--- config.mk ---
export PLATFORM = sky130hd
export DESIGN_NAME = ocpwm_pair
export DESIGN_NICKNAME = d
export VERILOG_FILES = /design/src/rtl/ocpwm_pair.sv
export SDC_FILE = /design/constraint.sdc
export NUM_CORES = 1
export LEC_CHECK = 0
export BUFFER_PORTS_ARGS = -buffer_cell sky130_fd_sc_hd__buf_2
export CAP_MARGIN = 20
export CORE_MARGIN = 2
export CORE_UTILIZATION = 50
export DETAILED_ROUTE_END_ITERATION = 7
export PLACE_DENSITY = 0.79
export SYNTH_ARGS = -nofsm -noshare
export SYNTH_HDL_FRONTEND = slang
export SYNTH_SLANG_ARGS = --single-unit
--- constraint.sdc ---
create_clock -name clk -period 5 [get_ports clk]
set_input_delay 0.25 -clock clk [delete_from_list [all_inputs] [get_ports clk]]
set_output_delay 0.25 -clock clk [all_outputs]
set_load 0.03 [all_outputs]
--- src/rtl/ocpwm_pair.sv ---
module ocpwm_pair #(
  parameter int CW = 16,
  parameter int SW = 5
) (
  input  logic                 clk,
  input  logic                 rst_n,
  input  logic                 clk_en,
  input  logic [(1<<SW)-2:0]   sync_in,
  input  logic                 wr_en,
  input  logic                 wr_chan,
  input  logic [1:0]           wr_addr,
  input  logic [CW-1:0]        wr_data,
  output logic [1:0]           pwm_out
);
  localparam int SELLO = 4;
  localparam int SELHI = SELLO + SW - 1;
  localparam int NSRC  = (1 << SW) - 1;
  localparam logic [CW-1:0] MAXV = '1;

  logic [CW-1:0] ctl [2];
  logic [CW-1:0] pri [2];
  logic [CW-1:0] sec [2];
  logic [CW-1:0] cnt [2];
  logic [1:0] outr, armed, done;
  logic [1:0] en, sp, trg, hasel, ev, srst, tick, mp, ms, ctlwr;
  logic [SW-1:0] sel [2];
  logic [NSRC:0] srcv;
  logic casc;
  logic [2*CW-1:0] wcnt, wpri, wsec;

  assign srcv = {sync_in, 1'b0};
  assign casc = ctl[0][3] & ctl[1][3];
  assign wcnt = {cnt[1], cnt[0]};
  assign wpri = {pri[1], pri[0]};
  assign wsec = {sec[1], sec[0]};

  always_comb begin
    for (int i = 0; i < 2; i++) begin
      en[i]    = ctl[i][0];
      sp[i]    = ctl[i][1];
      trg[i]   = ctl[i][2];
      sel[i]   = ctl[i][SELHI:SELLO];
      hasel[i] = sel[i] != '0;
      ev[i]    = srcv[sel[i]];
      srst[i]  = en[i] & hasel[i] & ~trg[i] & ev[i];
      tick[i]  = clk_en & en[i] & ~done[i] & (~hasel[i] | ~trg[i] | armed[i]);
      ctlwr[i] = wr_en && (wr_chan == 1'(i)) && (wr_addr == 2'd0);
    end
    mp[0] = casc ? (wcnt == wpri) : (cnt[0] == pri[0]);
    ms[0] = casc ? (wcnt == wsec) : (cnt[0] == sec[0]);
    mp[1] = cnt[1] == pri[1];
    ms[1] = cnt[1] == sec[1];
  end

  always_ff @(posedge clk) begin
    if (!rst_n) begin
      for (int i = 0; i < 2; i++) begin
        ctl[i] <= '0;
        pri[i] <= '0;
        sec[i] <= '0;
        cnt[i] <= '0;
      end
      outr  <= '0;
      armed <= '0;
      done  <= '0;
    end else begin
      for (int i = 0; i < 2; i++) begin
        if (casc && i == 1) begin
          outr[i]  <= 1'b0;
          armed[i] <= 1'b0;
          done[i]  <= 1'b0;
          if (!en[0] || srst[0])
            cnt[i] <= '0;
          else if (tick[0] && cnt[0] == MAXV)
            cnt[i] <= cnt[i] + 1'b1;
        end else if (!en[i]) begin
          cnt[i]   <= '0;
          outr[i]  <= 1'b0;
          armed[i] <= 1'b0;
          done[i]  <= 1'b0;
        end else begin
          if (trg[i] && hasel[i] && ev[i])
            armed[i] <= 1'b1;
          if (srst[i])
            cnt[i] <= '0;
          else if (tick[i])
            cnt[i] <= cnt[i] + 1'b1;
          if (tick[i]) begin
            if (ms[i]) begin
              outr[i] <= 1'b0;
              if (sp[i]) done[i] <= 1'b1;
            end else if (mp[i]) begin
              outr[i] <= 1'b1;
            end
          end
        end
        if (ctlwr[i]) done[i] <= 1'b0;
      end
      if (wr_en) begin
        case (wr_addr)
          2'd0:    ctl[wr_chan] <= wr_data;
          2'd1:    pri[wr_chan] <= wr_data;
          2'd2:    sec[wr_chan] <= wr_data;
          default: ;
        endcase
      end
    end
  end

  assign pwm_out[0] = outr[0];
  assign pwm_out[1] = casc ? outr[0] : outr[1];

  p_count_step_r1: assert property (@(posedge clk) disable iff (!rst_n)
    (tick[0] && !srst[0]) |=> cnt[0] == CW'($past(cnt[0]) + 1'b1));
  p_clash_low_r2: assert property (@(posedge clk) disable iff (!rst_n)
    (tick[0] && ms[0]) |=> !outr[0]);
  p_set_high_r2: assert property (@(posedge clk) disable iff (!rst_n)
    (tick[0] && mp[0] && !ms[0]) |=> outr[0]);
  p_sync_clear_r4: assert property (@(posedge clk) disable iff (!rst_n)
    srst[0] |=> cnt[0] == '0);
  p_trig_hold_r5: assert property (@(posedge clk) disable iff (!rst_n)
    (en[0] && hasel[0] && trg[0] && !armed[0]) |=> $stable(cnt[0]));
  p_done_quiet_r6: assert property (@(posedge clk) disable iff (!rst_n)
    (done[0] && !ctlwr[0]) |=> (!outr[0] && $stable(cnt[0])));
  p_off_idle_r7: assert property (@(posedge clk) disable iff (!rst_n)
    !en[0] |=> (cnt[0] == '0 && !outr[0] && !armed[0]));
  p_carry_r8: assert property (@(posedge clk) disable iff (!rst_n)
    (casc && tick[0] && !srst[0] && cnt[0] == MAXV) |=> cnt[1] == CW'($past(cnt[1]) + 1'b1));
endmodule

# Word-level counts from Yosys, hierarchy flattened
# Memories as Yosys holds them, arrays and structs flattened.
# Cells that the tools add are included.
# Widths: inputs -> output; s select.
dict set report op_classes {
  bitwise_logic 35
  magnitude_cmp 2
  eq_ne 9
  mux 77
  addsub 2
  n_reduce_logical 27
}
# op count
set op_table {}
lappend op_table {{$mux 16} 11}
lappend op_table {{$eq 16x16->1} 4}
lappend op_table {{$eq 32x32->1} 2}
lappend op_table {{$mux 1} 64}
lappend op_table {{$reduce_or 16->1} 3}
lappend op_table {{$add 16x1->16 const B} 2}
lappend op_table {{$eq 16x16->1 const B} 1}
lappend op_table {{$and 1x1->1} 13}
lappend op_table {{$lt 5x6->1 const B} 2}
lappend op_table {{$or 1x1->1} 12}
lappend op_table {{$bmux 1 s5} 2}
lappend op_table {{$not 1->1} 10}
lappend op_table {{$reduce_bool 5->1} 2}
lappend op_table {{$logic_and 1x1->1} 9}
lappend op_table {{$reduce_and 2->1} 3}
lappend op_table {{$reduce_and 3->1} 2}
lappend op_table {{$reduce_or 3->1} 2}
lappend op_table {{$reduce_bool 2->1} 2}
lappend op_table {{$reduce_or 4->1} 1}
lappend op_table {{$eq 2x1->1 const B} 1}
lappend op_table {{$eq 2x2->1 const B} 1}
lappend op_table {{$logic_not 2->1} 1}
lappend op_table {{$logic_not 1->1} 1}
lappend op_table {{$logic_or 1x1->1} 1}
dict set report totals {
  memories 4
  inputBits 54
  output_inout_bits 2
  mem_bits_rw 128
  wordCells 162
  ff_bits 6
}
# memory words word_bits read_ports rd_clocked_by_memory_dff wr line_no
set memory_table {}
lappend memory_table {cnt 2 16 2 0 2 23} ;# logic [CW-1:0] cnt [2];
lappend memory_table {ctl 2 16 2 0 2 20} ;# logic [CW-1:0] ctl [2];
lappend memory_table {pri 2 16 2 0 2 21} ;# logic [CW-1:0] pri [2];
lappend memory_table {sec 2 16 2 0 2 22} ;# logic [CW-1:0] sec [2];

# Longest topological paths before layout
# An unclocked memory read counts as a cell.
dict set report depth {
  word_depth 16
  ltp_mapped 9
  ltp_nobuf 7
}

# Least setup slack after synthesis
# OpenSTA, ideal clock, no wires.
dict set report synth_timing {
  kind {register to register}
  from {memory ctl[1][5]}
  to {memory cnt[1][0], enable pin}
  stages_incl_launch_ff 9
  slack_ps 2091
  arrival_ps 2518
  path_buffers 2
  required_ps 4609
  setup_ps 391
  synth_period_minus_slack_ps 2909
  path_cell_list {edfxtp_1 > buf_4 > buf_4 > mux2i_1 > mux4_2 > a22oi_1 > o21ai_0 > o211a_1 > o21ai_1}
}
# item line_no
set synth_rtl {}
lappend synth_rtl {{start: declaration} 20}
lappend synth_rtl {{end: declaration} 23}

==> impl_table.tex <==
\begin{tabular}{lr}
\hline
Metric & Value \\
\hline
\multicolumn{2}{l}{\textbf{Status}} \\
Outcome & finished, final reports clean \\
\multicolumn{2}{l}{\textbf{Synthesis}} \\
Cells after synthesis & 568 \\
Top\_reg\_cell synth & edfxtp\_1 \\
Part of the Yosys area used for sequential elements & 54.0\% \\
Number of flops mapped to enable cells by yosys & 114 \\
Share of async-settable or async-resettable flops after synthesis & 0\% \\
Yosys warning total & 0 \\
Share of Yosys cell area claimed by the top area cell type & 52.2\% \\
Number of distinct library cells after synthesis & 49 \\
Post-Syn Area per Cell & 11.5 um2 \\
Total standard cell area after synthesis & 6560 um2 \\
Number of flip-flops and latches in the synthesized netlist & 120 \\
Post-Synthesis Net Count & 624 \\
Synth area leaders & edfxtp\_1 (52\%), and2\_1 (8.3\%), xor2\_1 (7.7\%) \\
Cell taking the most area after synthesis & edfxtp\_1 \\
\multicolumn{2}{l}{\textbf{Power and ir drop}} \\
Switching power as a share of total power & 24.2\% \\
Net switching power of the design & 0.000641 W \\
Largest voltage drop on the vdd net & 0.000202 V \\
Power per unit of standard cell area & 353 nW/um2 \\
Share of total power in sequential cells & 47.5\% \\
Internal power contribution & 0.00201 W \\
Part of the total power dissipated in combinational logic & 9.6\% \\
Clock network fraction of design power & 42.9\% \\
Leakage power total & 2.86 nW \\
\multicolumn{2}{l}{\textbf{Routing}} \\
Sum of routed wire length over all layers & 15,300 um \\
Remaining number of nets flagged by the antenna check after routing & 0 \\
DRC errors left & 0 \\
Total iterations of the first detailed-routing run & 5 \\
Initial DRC count & 411 \\
Vias per Instance & 5.72 \\
Via count of the routed design & 4,611 \\
Detail-routed net length per standard cell & 19.0 um \\
\multicolumn{2}{l}{\textbf{Worst setup path}} \\
Crit path buffers/inverters & 0 \\
Kind of launch point of the worst setup path & register \\
Req. time, crit path & 4900 ps \\
Sequence of cells on the critical path & mux4\_2 -> a22o\_1 -> nor4\_2 -> nor4\_1 -> nand2\_1 -> nand4\_1 \\
Endpoint kind of the worst setup timing path & register \\
Gate family responsible for the most delay along the worst path & simple AND/OR/NAND/NOR gates \\
Arr. time, crit path & 3210 ps \\
Crit path kind & register to register \\
Worst-path maximum fanout & 16 \\
Slowest stage cell, crit path & edfxtp\_1 \\
Delay of the slowest cell on the worst path & 850 ps \\
\multicolumn{2}{l}{\textbf{Global route}} \\
Initial antenna violation count & 0 \\
Global Route Usage Sum & 22.6\% \\
Global-route wire length before repair & 24,300 um \\
Pin count of the biggest net entering global routing & 18 \\
Via count of the first global-routing pass & 4,577 \\
Leftover overflow at the end of global routing & 0 \\
\multicolumn{2}{l}{\textbf{Place}} \\
DP HPWL & 10,900 um \\
Pre-CTS WS & 1700 ps \\
PortBufs & 55 \\
Area post-placement & 6940 um2 \\
Final GP Congestion & 1.00 \\
\multicolumn{2}{l}{\textbf{Timing}} \\
Slew at the pin closest to its max-slew limit & 901 ps \\
RSZ-0062 raised after global routing & no \\
Rel. slew slack & 39.7\% \\
Highest clock frequency the design can meet & 0.302 GHz \\
Final period demand of the worst path & 3320 ps \\
Final Skew & 9.67 ps \\
Endpoints failing hold & 0 \\
Setup TNS & 0 ps \\
Post-route setup slack & 1680 ps \\
Share of the cycle needed by the critical path after routing & 66.3\% \\
Final-report setup violation count & 0 \\
Final hold slack & 147 ps \\
Final slew viol count & 0 \\
\multicolumn{2}{l}{\textbf{Clock network}} \\
Clock transition at path regs & 50 ps \\
Hold\_buf cts & 0 \\
Root cell of the clock tree & clkbuf\_16 \\
Maximum clock path buffer count & 2 \\
Clock Latency Late Sink & 420 ps \\
PostCTS Resize Cnt & 0 \\
H-tree depth & 4 \\
CTS tree & built \\
Number of post-CTS setup repair buffers & 0 \\
Number of clock sinks seen by CTS & 120 \\
Number of clock buffers inserted by TritonCTS & 17 \\
\multicolumn{2}{l}{\textbf{Min path}} \\
Min-Delay Path Class & input pin to register \\
\multicolumn{2}{l}{\textbf{Finish}} \\
Synth-to-layout area growth & 14.4\% \\
Final design instance area without fill & 7500 um2 \\
Commonest cells after routing, fill and taps aside & edfxtp\_1 (114), and2\_1 (87), xor2\_1 (58) \\
Filler Cells Inserted & 1,032 \\
Most common cell after layout, fill and taps aside & edfxtp\_1 \\
Final net count & 678 \\
Share of layout cells above drive strength 1 & 15.8\% \\
\multicolumn{2}{l}{\textbf{Flow run}} \\
Number of max-capacitance violations reported & 0 \\
\multicolumn{2}{l}{\textbf{Floorplan}} \\
Number of core rows & 41 \\
I/O pin cnt & 56 \\
Starting density of the core & 51.5\% \\
Vertical extent of the die & 119 um \\
Core footprint & 12,700 um2 \\
Die Area & 14,000 um2 \\
Width of the die & 119 um \\
\hline
\end{tabular}
cells in the mapped netlist (3+ instances only):
cell and instances:
o21ai_0 9, xnor2_1 32, xor2_1 58, nand3_1 13, nor4_1 15, a22oi_1 8, edfxtp_1 114, nand4_1 12
clkbuf_1 17, a211oi_1 3, nor2b_1 7, buf_2 3, nor3_1 5, nand3b_1 3, inv_1 5, and2_1 87
buf_4 4, mux2i_1 24, nor2_1 35, nand2_1 37, mux4_2 4, nand2b_1 3, and3_1 8, buf_6 3
a21oi_1 24, dfxtp_1 6
area by class of cell:
type                       instances  area (um2)  share of cell area, %
sequential                       120        3540                   47.2
multi-input combinational        415        2850                   37.9
clock buffer                      19         433                   5.77
timing repair buffer              63         333                   4.44
tap                              172         215                   2.87
clock inverter                    11         109                   1.45
inverter                           5        18.8                  0.250
antenna                            1        2.50                 0.0334
per-stage QoR:
stage	power [W]	utilization, %	cells
after global placement	0.00151	54.6	773
final	0.00265	59.0	806
after detailed placement	0.00152	54.6	773
after global routing	0.00274	58.9	805
after CTS	0.00265	58.8	803
after floorplan	0.00143	-	568
final timing paths:
kind,to,depth (start not counted),start,slack (ps)
hold / removal,done[1],2,wr_chan,150
setup reg to reg,cnt[0][15],6,ctl[0][5],1680
setup / recovery,cnt[0][15],6,ctl[0][5],1680
hold reg to reg,armed[1],1,armed[1],470
metal layers:
layer / part of all wire, % / GRT usage, % / routed length (um)
met4: 2.7 / 10.4 / 410
met1: 42 / 28.9 / 6370
met5: 0 / 0 / 0
met2: 47 / 36.0 / 7180
met3: 8.9 / 6.08 / 1360
worst reg2reg max path: cells and delay by family (launching register included):
family / cells / cell delay, ps
AOI/OAI and AO/OA: 1 / 270
DFF: 1 / 850
muxes: 1 / 610
and+or+nand+nor: 4 / 1080
registers in the layout, summed over array words and instances (netlist names):
register / flops
armed: 2
cnt: 32
sec: 32
ctl: 18
pri: 32
outr: 2
done: 2
power by group through the flow:
| stage | clock network, W | registers (W) | logic [W] |
|---|---|---|---|
| after floorplan | 0 | 0.00123 | 0.000194 |
| after global placement | 0 | 0.00127 | 0.000238 |
| after detailed placement | 0 | 0.00128 | 0.000248 |
| after CTS | 0.00114 | 0.00126 | 0.000252 |
| after global routing | 0.00119 | 0.00127 | 0.000278 |
| final | 0.00114 | 0.00126 | 0.000254 |
kinds of logic after synthesis:
family	count (synthesis)	synth area share, %
mux	30	5.38
compound gates	58	5.82
simple gates	235	19.8
buf+inv	33	2.54
fa+ha+maj	2	0.382
flops	120	54.0
xor+xnor	90	12.0
Power figures use the tool's default switching activity.
